### config.mk
export PLATFORM = sky130hd
export DESIGN_NAME = adc_frame_reader
export DESIGN_NICKNAME = d
export VERILOG_FILES = /design/src/rtl/adc_rd_pkg.sv /design/src/rtl/adc_rd_clkdiv.sv /design/src/rtl/adc_rd_shifter.sv /design/src/rtl/adc_frame_reader.sv
export SDC_FILE = /design/constraint.sdc
export NUM_CORES = 1
export LEC_CHECK = 0
export BUFFER_PORTS_ARGS = -buffer_cell sky130_fd_sc_hd__buf_4
export CELL_PAD_IN_SITES_DETAIL_PLACEMENT = 0
export CELL_PAD_IN_SITES_GLOBAL_PLACEMENT = 1
export CORE_UTILIZATION = 44
export DETAILED_ROUTE_END_ITERATION = 7
export HOLD_SLACK_MARGIN = 0.03
export PLACE_DENSITY_LB_ADDON = 0.1
export SLEW_MARGIN = 10
export SYNTH_ARGS = -nofsm -noshare
export SYNTH_HDL_FRONTEND = slang
export SYNTH_SLANG_ARGS = --single-unit
### constraint.sdc
create_clock -name clk -period 1.85 [get_ports clk]
set_input_delay 0.185 -clock clk [delete_from_list [all_inputs] [get_ports clk]]
set_output_delay 0.185 -clock clk [all_outputs]
set_load 0.01 [all_outputs]
### src/rtl/adc_rd_pkg.sv
package adc_rd_pkg;

    typedef enum logic [1:0] {
        RD_IDLE = 2'd0,
        RD_RUN  = 2'd1,
        RD_DONE = 2'd2
    } rd_state_e;

endpackage

### src/rtl/adc_rd_clkdiv.sv
module adc_rd_clkdiv #(
    parameter int DIV = 16
) (
    input  logic clk,
    input  logic rst,
    input  logic run,
    output logic rise_tick,
    output logic fall_tick
);
    localparam int HALF = DIV / 2;
    localparam int CW   = (DIV > 2) ? $clog2(DIV) : 1;

    typedef struct packed {
        logic [CW-1:0] cnt;
    } div_s;

    div_s q, d;

    always_comb begin
        d = q;
        if (!run)
            d.cnt = '0;
        else if (q.cnt == CW'(DIV - 1))
            d.cnt = '0;
        else
            d.cnt = q.cnt + 1'b1;
    end

    always_ff @(posedge clk) begin
        if (rst) q <= '0;
        else     q <= d;
    end

    assign rise_tick = run && (q.cnt == CW'(HALF - 1));
    assign fall_tick = run && (q.cnt == CW'(DIV - 1));


    div_range_chk: assert property (@(posedge clk) disable iff (rst)
        !run |=> q.cnt == '0);

endmodule

### src/rtl/adc_rd_shifter.sv
module adc_rd_shifter #(
    parameter int LEAD_W  = 8,
    parameter int RES_W   = 14,
    parameter int TRAIL_W = 2
) (
    input  logic             clk,
    input  logic             rst,
    input  logic             shift_en,
    input  logic             din,
    output logic [RES_W-1:0] result,
    output logic             lead_nonzero
);
    localparam int FRAME_W = LEAD_W + RES_W + TRAIL_W;

    typedef struct packed {
        logic [FRAME_W-1:0] sr;
    } shf_s;

    shf_s q, d;

    always_comb begin
        d = q;
        if (shift_en)
            d.sr = {q.sr[FRAME_W-2:0], din};
    end

    always_ff @(posedge clk) begin
        if (rst) q <= '0;
        else     q <= d;
    end

    assign result       = q.sr[TRAIL_W +: RES_W];
    assign lead_nonzero = |q.sr[FRAME_W-1 -: LEAD_W];


    sample_capture_chk: assert property (@(posedge clk) disable iff (rst)
        shift_en |=> q.sr[0] == $past(din));

endmodule

### src/rtl/adc_frame_reader.sv
module adc_frame_reader
    import adc_rd_pkg::*;
#(
    parameter int DIV     = 16,
    parameter int LEAD_W  = 8,
    parameter int RES_W   = 14,
    parameter int TRAIL_W = 2
) (
    input  logic             clk,
    input  logic             rst,
    input  logic             start,
    input  logic             adc_sdo,
    output logic             adc_cs_n,
    output logic             adc_sclk,
    output logic             busy,
    output logic             sample_valid,
    output logic [RES_W-1:0] sample_data,
    output logic             frame_err
);
    localparam int FRAME_W = LEAD_W + RES_W + TRAIL_W;
    localparam int BCW     = $clog2(FRAME_W);

    typedef struct packed {
        rd_state_e        st;
        logic [BCW-1:0]   bits;
        logic             cs_n;
        logic             sclk;
        logic             busy;
        logic             valid;
        logic [RES_W-1:0] data;
        logic             ferr;
    } ctl_s;

    localparam ctl_s CTL_RST = '{st: RD_IDLE, bits: '0, cs_n: 1'b1, sclk: 1'b0,
                                 busy: 1'b0, valid: 1'b0, data: '0, ferr: 1'b0};

    ctl_s q, d;
    logic rise_tick, fall_tick;
    logic [RES_W-1:0] shf_result;
    logic shf_lead_nz;

    adc_rd_clkdiv #(.DIV(DIV)) u_div (
        .clk       (clk),
        .rst       (rst),
        .run       (q.st == RD_RUN),
        .rise_tick (rise_tick),
        .fall_tick (fall_tick)
    );

    adc_rd_shifter #(.LEAD_W(LEAD_W), .RES_W(RES_W), .TRAIL_W(TRAIL_W)) u_shf (
        .clk          (clk),
        .rst          (rst),
        .shift_en     (rise_tick),
        .din          (adc_sdo),
        .result       (shf_result),
        .lead_nonzero (shf_lead_nz)
    );

    always_comb begin
        d       = q;
        d.valid = 1'b0;
        unique case (q.st)
            RD_IDLE: begin
                if (start) begin
                    d.st   = RD_RUN;
                    d.cs_n = 1'b0;
                    d.busy = 1'b1;
                    d.bits = '0;
                    d.sclk = 1'b0;
                end
            end
            RD_RUN: begin
                if (rise_tick)
                    d.sclk = 1'b1;
                if (fall_tick) begin
                    d.sclk = 1'b0;
                    if (q.bits == BCW'(FRAME_W - 1)) begin
                        d.st   = RD_DONE;
                        d.cs_n = 1'b1;
                    end else begin
                        d.bits = q.bits + 1'b1;
                    end
                end
            end
            RD_DONE: begin
                d.st    = RD_IDLE;
                d.busy  = 1'b0;
                d.valid = 1'b1;
                d.data  = shf_result;
                d.ferr  = shf_lead_nz;
            end
            default: d = CTL_RST;
        endcase
    end

    always_ff @(posedge clk) begin
        if (rst) q <= CTL_RST;
        else     q <= d;
    end

    assign adc_cs_n     = q.cs_n;
    assign adc_sclk     = q.sclk;
    assign busy         = q.busy;
    assign sample_valid = q.valid;
    assign sample_data  = q.data;
    assign frame_err    = q.ferr;


    sclk_idle_chk: assert property (@(posedge clk) disable iff (rst)
        adc_cs_n |-> !adc_sclk);


    valid_after_cs_chk: assert property (@(posedge clk) disable iff (rst)
        sample_valid |-> (adc_cs_n && $past(adc_cs_n)));


    valid_pulse_chk: assert property (@(posedge clk) disable iff (rst)
        sample_valid |=> !sample_valid);


    busy_with_cs_chk: assert property (@(posedge clk) disable iff (rst)
        $fell(adc_cs_n) |-> busy);


    start_ignored_chk: assert property (@(posedge clk) disable iff (rst)
        busy |=> !$fell(adc_cs_n));


    data_hold_chk: assert property (@(posedge clk) disable iff (rst)
        !sample_valid |=> (sample_valid || $stable(sample_data)));


    reset_state_chk: assert property (@(posedge clk)
        rst |=> (adc_cs_n && !adc_sclk && !busy && !sample_valid
                 && sample_data == '0 && !frame_err));

endmodule

Yosys cells after proc, flatten, opt, wreduce, memory -nomap -nowiden
Index checks and enable logic that the tools add are counted.
{"block": "word_totals", "wordCells": 45, "out_inout_bits": 19, "regBits": 54, "inputBits": 4}
{"block": "op_classes", "n_mux": 10, "reduce_logical": 11, "bitwise_logic": 2, "n_eq_ne": 10, "addsub": 2}
{"cell": "one-hot mux 16 bit (2 select lines)", "n": 1}
{"cell": "one-hot mux 7 bit (3 select lines)", "n": 1}
{"cell": "2-to-1 mux 10 bit", "n": 1}
{"cell": "2-to-1 mux 9 bit", "n": 1}
{"cell": "!= test 2 bit (second input constant)", "n": 4}
{"cell": "AND reduction 4 bit", "n": 2}
{"cell": "OR reduction 8 bit", "n": 1}
{"cell": "AND reduction 3 bit", "n": 2}
{"cell": "adder 5 x 1 -> 5 bit (second input constant)", "n": 1}
{"cell": "== test 5 bit (second input constant)", "n": 1}
{"cell": "2-to-1 mux 5 bit", "n": 1}
{"cell": "adder 4 x 1 -> 4 bit (second input constant)", "n": 1}
{"cell": "== test 4 x 3 -> 1 bit (second input constant)", "n": 1}
{"cell": "== test 4 bit (second input constant)", "n": 1}
{"cell": "one-hot mux 2 bit (2 select lines)", "n": 1}
{"cell": "!= test 3 bit (second input constant)", "n": 1}
{"cell": "OR reduction 3 bit", "n": 1}
{"cell": "== test 2 x 1 -> 1 bit (second input constant)", "n": 1}
{"cell": "== test 2 bit (second input constant)", "n": 1}
{"cell": "logical AND 1 bit", "n": 2}
{"cell": "zero test 2 bit", "n": 1}
{"cell": "2-to-1 mux 1 bit", "n": 2}
{"cell": "2-to-1 mux 2 bit", "n": 1}
{"cell": "inverter 1 bit", "n": 2}
{"cell": "other kinds (3)", "n": 3}

Logic depth before layout (Yosys ltp)
Gate-level depths: netlist of run 1.
{"block": "logic_depth", "word_depth": 5, "depth_mapped": 8, "depth_no_buf": 5}

Cells and area by module
Synthesis of run 1 repeated with hierarchy kept, for this count alone.
{"block": "hier_totals", "hier_cells": 216, "hier_area_um2": 2237.1}
{"mod": "adc_frame_reader", "seq_area_each_um2": 520.5, "cells_each": 102, "instances": 1, "area_each_um2": 1064.8}
{"mod": "adc_rd_shifter", "seq_area_each_um2": 480.5, "cells_each": 94, "instances": 1, "area_each_um2": 991.0}
{"mod": "adc_rd_clkdiv", "seq_area_each_um2": 80.1, "cells_each": 20, "instances": 1, "area_each_um2": 181.4}

Worst setup path before layout of run 1
No wires, ideal clock.
{"block": "synth_timing", "path_kind": "reg-to-reg", "from": "register u_div.q[0] (netlist name)", "to": "register u_shf.q[8] (netlist name)", "arrival_time_ns": 1.406, "path_stages_with_launch": 8, "path_slack_ns": 0.311, "setup_ns": 0.132, "period_less_slack_ns": 1.539, "path_buffers": 2, "t_required_ns": 1.718, "cell_sequence": "dfxtp_1 -> ha_1 -> nand2_1 -> or3_1 -> buf_2 -> buf_6 -> nand2_2 -> a21oi_1"}
{"block": "synth_between", "elab_chain_len": 2}
{"element": "start: declaration", "line": "adc_rd_clkdiv.sv:17", "rtl": "div_s q, d;"}
{"element": "start signal: assignment", "line": "adc_rd_clkdiv.sv:30", "rtl": "if (rst) q <= '0;"}
{"element": "start signal: assignment", "line": "adc_rd_clkdiv.sv:31", "rtl": "else q <= d;"}
{"element": "== test 4 x 3 -> 1 bit", "line": "adc_rd_clkdiv.sv:34", "rtl": "assign rise_tick = run && (q.cnt == CW'(HALF - 1));"}
{"element": "logical AND 1 bit", "line": "adc_rd_clkdiv.sv:34"}
{"element": "end signal: assignment", "line": "adc_rd_shifter.sv:28", "rtl": "if (rst) q <= '0;"}
{"element": "end signal: assignment", "line": "adc_rd_shifter.sv:29", "rtl": "else q <= d;"}
{"element": "end: declaration", "line": "adc_rd_shifter.sv:19", "rtl": "shf_s q, d;"}
No other way between the ends.
A chain may end at the register's enable or synchronous reset.

Worst setup path in the final report of run 1
{"block": "layout_timing", "from": "register q[19] (netlist name)", "to": "register q[21] (netlist name)"}
{"block": "layout_between", "elab_chain_len": 4, "elab_cells_between_ends": 7, "cone_classes": "add/sub: 1; eq/ne: 2; mux: 3; reduce/logical: 1"}
{"element": "start: declaration", "line": "adc_frame_reader.sv:37", "rtl": "ctl_s q, d;"}
{"element": "start signal: assignment", "line": "adc_frame_reader.sv:97", "rtl": "if (rst) q <= CTL_RST;"}
{"element": "start signal: assignment", "line": "adc_frame_reader.sv:98", "rtl": "else q <= d;"}
{"element": "adder 5 x 1 -> 5 bit", "line": "adc_frame_reader.sv:81", "rtl": "d.bits = q.bits + 1'b1;"}
{"element": "2-to-1 mux 5 bit", "line": "adc_frame_reader.sv:77", "rtl": "if (q.bits == BCW'(FRAME_W - 1)) begin"}
{"element": "2-to-1 mux 9 bit", "line": "adc_frame_reader.sv:75", "rtl": "if (fall_tick) begin"}
{"element": "one-hot mux 7 bit (3 select lines)", "line": "adc_frame_reader.sv:62", "rtl": "unique case (q.st)"}
Several ways; a longest one is shown, not always the timed one. The select of a mux whose other input is x is not followed.

==> summary.txt, run 1 <==
Worst setup path
  – Worst Reg-to-Reg Cells: 5
  – Startpoint class of the critical path: register
  – WS Path Type: register to register
  – Worst EP required: 2060 ps
  – Arr. time, crit path: 1890 ps
  – CP max FO: 6
  – Critical Path Sink Type: register

Clocking
  – Clk root buf: clkbuf_8
  – Max Root-Sink Buffers: 2
  – CTS tree: built
  – Htree depth: 2
  – Latest clock arrival within the worst-skew pair: 300 ps
  – Num Clock Sinks: 54
  – Post-CTS setup buffer count: 0
  – Clk slew on worst S/H paths: 100 ps
  – Cts bufs inserted: 5

Placed design
  – Post-Place Cells: 283
  – PortBufs: 22
  – Dpl hpwl: 2560 µm
  – Final GP Congestion: 0.753

Power
  – Leak: 0.837 nW
  – Power Dens Cells: 815 mW/mm²
  – Peak VDD IR: 0.437 mV

Layout
  – Antenna diodes: 0
  – Multi-input combinational cell area: 873 µm²
  – Share of cells above drive strength 1: 0.251
  – Area grow syn2layout: 8.61%
  – Net total in the final layout: 244
  – Non-filler cells, final: 291
  – Reg area: 0.00108 mm²
  – Fillers: 432

Synthesis
  – Number of synthesized flops with an enable pin: 0
  – Warnings from Yosys: 0
  – Fraction of registers with async set/reset: 0
  – Post-synthesis instance total: 231
  – Count of cell types in the netlist: 37
  – Yosys reg bits: 54
  – Seq/Total Area, Yosys: 0.506
  – Syn nets: 237
  – Synthesized area: 0.00214 mm²
  – Ys flop type: dfxtp_1
  – Mapped Avg Cell Area: 9.25 µm²

Run
  – Max Cap Viol: 0

Global routing
  – Initial antenna violation count: 0
  – First-pass GRT wire length: 6560 µm
  – Overflow after GRT: 0
  – Vias in the first global route: 1,496
  – Overall Global Routing Usage: 0.160
  – Largest net degree at the start of global routing: 36

Detailed routing
  – Vias per cell: 5.33
  – DRC violations left: 0
  – Drt wl/cell: 13.3 µm
  – Iteration-0 DRC Markers: 53
  – Post-Route WL: 3860 µm
  – DRT Pass-1 Iters: 4
  – Via count: 1,551
  – Post-route ant nets: 0

Worst hold path
  – Hold WC Path Type: input pin to register
  – WHS Path Cells: 3

Floorplan
  – Die Ht: 71.7 µm
  – Num rows: 24
  – Core ar.: 0.00450 mm²
  – Die area: 0.00514 mm²
  – Die X: 71.7 µm
  – Num ports: 23
  – Initial Util: 0.474

STA
  – Unrepaired setup endpoints after global routing: no
  – Final setup viols: 0
  – Final clock skew: 9.98 ps
  – Ratio of final minimum period to clock period: 0.910
  – Final min period: 1680 ps
  – Final max-slew violation count: 0
  – Worst-margin pin slew: 774 ps
  – Maximum clock rate: 594 MHz
  – Hold Vio Cnt, Final: 0
  – Setup TNS: 0 ps
  – Rel. slew slack: 0.483

Outcome
  – Status: finished clean
[sequential cells by signal, summed over array words and instances, names as in the netlist]
name / count
sample_data: 14
q: 7
adc_cs_n: 1
adc_sclk: 1
u_shf.q: 24
sample_valid: 1
u_div.q: 4
frame_err: 1
busy: 1
[power by group]
group / internal [mW] / leakage (nW) / switching (mW)
combinational: 0.0287 / 0.357 / 0.0416
clock: 0.267 / 0.0441 / 0.373
sequential: 1.17 / 0.436 / 0.0102
[synth_stat cells (2+ instances only)]
master,n,area (µm²)
dfxtp_1,54,1080
clkbuf_1,4,15.0
nor4_1,2,12.5
nand3_1,7,35.0
buf_2,5,25.0
a22o_1,15,131
buf_6,4,45.0
nand2_2,20,125
nor2_1,9,33.8
a31oi_1,2,12.5
ha_1,2,25.0
nor3_1,4,20.0
buf_4,14,105
nand2_1,36,135
a21oi_1,30,150
inv_1,2,7.51
[worst max-delay path: stages (launching register included)]
cell      delay, ps
dfxtp_1         380
ha_1            240
nand4b_1        260
a221oi_4        400
nor2_1          100
a211oi_1        220
[routing by layer]
metal / GRT usage / routed length [µm]
met5: 0 / 0
met4: 0.0458 / 31
met3: 0.0352 / 92
met2: 0.268 / 1810
met1: 0.208 / 1930
[path summary, 6_finish.rpt]
check / slack (ps) / start / endpoint
setup / recovery: 170 / q[19] / q[21]
hold / removal: 130 / adc_sdo / u_shf.q[0]
setup reg to reg: 170 / q[19] / q[21]
hold reg to reg: 450 / u_div.q[0] / u_div.q[0]
[repair_timing]
action                                  CTS  global route
resized for setup                         0             2
endpoints found under the setup margin    0             2
hold buffers                              0             0
[cell type report]
type / instances / area share
Sequential cell: 54 / 0.466
Clock buffer: 5 / 0.0297
Inverter: 2 / 0.00324
Timing Repair Buffer: 27 / 0.0874
Tap cell: 52 / 0.0280
Clock inverter: 3 / 0.00917
Multi-Input combinational cell: 148 / 0.376
[logic make-up after synthesis]
kind of cell / share of synthesized area
compound gates: 0.163
xor+xnor: 0.00820
fa+ha+maj: 0.0117
buf+inv: 0.0926
flops: 0.506
simple gates: 0.218
[placed cells by master (no fill, tap or decap), types with 2 or more instances in the layout]
cell type,synthesis,layout
a22o_1,15,15
nor2_2,0,2
nand2_1,36,36
a31oi_1,2,2
nor4_1,2,2
dfxtp_1,54,54
nor2_1,9,7
buf_4,14,27
nor3_1,4,4
clkbuf_8,0,5
nand3_1,7,7
inv_1,2,2
a21oi_1,30,30
nand2_2,20,20
ha_1,2,2
[stage by stage]
step	worst slack, ps	hold slack, ps	utilization	power (mW)	instance area [µm²]
2_1_floorplan	311	321	-	1.26	2140
3_3_place_gp	92.2	428	0.491	1.27	2210
3_5_place_dp	72.2	444	0.491	1.27	2210
4_1_cts	31.7	122	0.511	1.91	2300
5_1_grt	18.1	162	0.515	1.97	2320
6_report	167	131	0.515	1.89	2320
Note: power is estimated with default switching activity, not from simulation.
==> run 2, diff against run 1 <==
--- a/config.mk
+++ b/config.mk
@@ -6,10 +6,11 @@
 export NUM_CORES = 1
 export LEC_CHECK = 0
 export BUFFER_PORTS_ARGS = -buffer_cell sky130_fd_sc_hd__buf_4
-export CELL_PAD_IN_SITES_DETAIL_PLACEMENT = 0
+export CELL_PAD_IN_SITES_DETAIL_PLACEMENT = 1
 export CELL_PAD_IN_SITES_GLOBAL_PLACEMENT = 1
 export CORE_UTILIZATION = 44
 export DETAILED_ROUTE_END_ITERATION = 7
+export GPL_ROUTABILITY_DRIVEN = 0
 export HOLD_SLACK_MARGIN = 0.03
 export PLACE_DENSITY_LB_ADDON = 0.1
 export SLEW_MARGIN = 10
==> run 2 against run 1 <==
  * Clock skew down 4.3 ps
  * Critical path depth unchanged
  * Final area up 1.6%
  * Sequential share of layout area down 0.74 points
  * Global-route usage grew 3.0 points
  * Clock power increased by 21%
  * Die area unchanged
  * Highest routed layer unchanged
  * Combinational power increased by 3.6%
  * Sequential power about the same
  * Critical path type unchanged
  * Wire length is 14% higher
  * Largest cell class unchanged
  * Non-clock buffer count is 1 higher
  * Critical endpoint is now q[20]
==> summary.txt, run 2 (synthesis gave the netlist of run 1 again) <==
Clocking
  – Num Clock Sinks: 54 (unchanged)
  – Htree depth: 2 (unchanged)
  – Clk root buf: clkbuf_8
  – Latest clock arrival within the worst-skew pair: 310 ps (about the same)
  – Max Root-Sink Buffers: 2 (unchanged)
  – Hold-fix buffers, CTS: 0 (unchanged)
  – Clk slew on worst S/H paths: 90 ps (about the same)
  – Cts bufs inserted: 5 (unchanged)
  – CTS tree: built

Power
  – Leak: 0.849 nW (+1.5%)
  – Peak VDD IR: 0.373 mV (-15%)
  – Power Dens Cells: 859 mW/mm² (+5.4%)

STA
  – Worst-margin pin slew: 784 ps (+9.66 ps)
  – Ratio of final minimum period to clock period: 0.925 (+0.0150)
  – Setup TNS: 0 ps (unchanged)
  – Final min period: 1710 ps (+27.7 ps)
  – Rel. slew slack: 0.477 (-0.00645)
  – Final setup viols: 0 (unchanged)
  – Final max-slew violation count: 0 (unchanged)
  – Final clock skew: 5.71 ps (-4.27 ps)
  – Unrepaired setup endpoints after global routing: no
  – Maximum clock rate: 585 MHz (-1.6%)
  – Final setup margin: 139 ps (-27.7 ps)
  – Hold Vio Cnt, Final: 0 (unchanged)

Layout
  – Fillers: 514 (+19%)
  – Number of flip-flops in the largest register: 24 (unchanged)
  – Net total in the final layout: 245 (+0.41%)
  – Multi-input combinational cell area: 886 µm² (+1.4%)
  – Antenna diodes: 0 (unchanged)
  – Biggest register: u_shf.q
  – Most common cell after layout, fill and taps aside: dfxtp_1
  – Area grow syn2layout: 10.4%
  – Commonest non-fill, non-tap cells in the layout: 54 x dfxtp_1, 36 x nand2_1, 30 x a21oi_1, 28 x buf_4, 20 x nand2_2
  – Non-filler cells, final: 291 (unchanged)
  – Reg area: 0.00108 mm² (unchanged)
  – Share of cells above drive strength 1: 0.264 (+0.0126)

Placed design
  – Post-Place Cells: 283 (unchanged)
  – Post-Place Setup Slack: 4.69 ps (-67.5 ps)
  – Dpl hpwl: 2960 µm (+16%)
  – PortBufs: 22 (unchanged)

Worst setup path
  – Critical path origin: u_div.q[0]
  – CP max FO: 6 (unchanged)
  – Reg2Reg Setup Slack: 140 ps (-30 ps)
  – Worst R2R End: q[20]
  – Worst Reg-to-Reg Cells: 5 (unchanged)
  – WS Path Type: register to register
  – Startpoint class of the critical path: register
  – Critical Path Sink Type: register
  – Worst r2r src: u_div.q[0]
  – Worst EP required: 2080 ps (+20 ps)
  – Arr. time, crit path: 1940 ps (+50 ps)
  – Setup crit end: q[20]

Detailed routing
  – Iteration-0 DRC Markers: 44 (-17%)
  – Vias per cell: 5.51 (+3.4%)
  – DRT Pass-1 Iters: 4 (unchanged)
  – Drt wl/cell: 15.2 µm (+14%)
  – DRC violations left: 0 (unchanged)
  – Post-Route WL: 4410 µm (+14%)
  – Post-route ant nets: 0 (unchanged)
  – Via count: 1,604 (+3.4%)

Worst hold path
  – Hold WC Path Type: input pin to register
  – Worst min-delay path startpoint: adc_sdo

Global routing
  – Overflow after GRT: 0 (unchanged)
  – Overall Global Routing Usage: 0.190 (+0.0298)
  – Largest net degree at the start of global routing: 36 (unchanged)
  – Initial antenna violation count: 0 (unchanged)
  – Vias in the first global route: 1,643 (+9.8%)
  – First-pass GRT wire length: 7600 µm (+16%)

Floorplan
  – Num rows: 24 (unchanged)
  – Die Ht: 71.7 µm (unchanged)
  – Die area: 0.00514 mm² (unchanged)
  – Num ports: 23 (unchanged)
  – Initial Util: 0.474 (unchanged)
  – Die X: 71.7 µm (unchanged)
  – Core ar.: 0.00450 mm² (unchanged)

Outcome
  – Status: finished clean

Run
  – Max Cap Viol: 0 (unchanged)
-- run 2: cell count changes in the layout (fill, tap and decap cells not counted), sizes merged --
cell,change
buf,+1
bufinv,+1
clkinv,-1
clkinvlp,-1
-- run 2: layer usage --
metal / wire, µm / global-route usage
met3: 162 / 0.0520
met1: 2140 / 0.241
met4: 53 / 0.0523
met2: 2050 / 0.318
met5: 0 / 0
-- run 2: metrics by stage --
step | hold WS, ps | util | power, mW | cell area, µm²
2_1_floorplan | 321 | - | 1.26 | 2140
3_3_place_gp | 428 | 0.491 | 1.27 | 2210
3_5_place_dp | 442 | 0.491 | 1.28 | 2210
4_1_cts | 113 | 0.516 | 2.04 | 2320
5_1_grt | 143 | 0.523 | 2.11 | 2360
6_report | 121 | 0.523 | 2.02 | 2360
-- run 2: worst min path at each step --
stage	to	slack [ps]	cells past startpoint
floorplan	u_shf.q[0]	320	2
global placement	u_div.q[0]	430	1
detailed placement	u_div.q[0]	440	1
CTS	u_shf.q[0]	110	3
global route	u_shf.q[0]	140	3
finish	u_shf.q[0]	120	3
-- run 2: worst max-delay path: stages (launching register included) --
cell      delay [ps]
dfxtp_1          370
ha_1             280
and4_1           270
a221oi_4         100
or4_1            440
a21oi_1          180
-- run 2: power by group --
part	internal, mW	switching (mW)
clock	0.398	0.373
sequential	1.17	0.0102
combinational	0.0287	0.0440
total	1.60	0.427
-- run 2: final cells by class --
class / count / area share
inverter: 2 / 0.00318
multi-input combinational: 148 / 0.376
clock inverter: 2 / 0.0165
sequential: 54 / 0.459
timing repair buffer: 28 / 0.0892
clock buffer: 5 / 0.0292
tap: 52 / 0.0276
-- run 2: timing repair --
| item | 4_1_cts | 5_1_grt |
|---|---|---|
| setup endpoints to repair | 1 | 2 |
| gates resized for setup | 1 | 5 |
| buffers inserted | 0 | 1 |
| pin swaps | 0 | 1 |
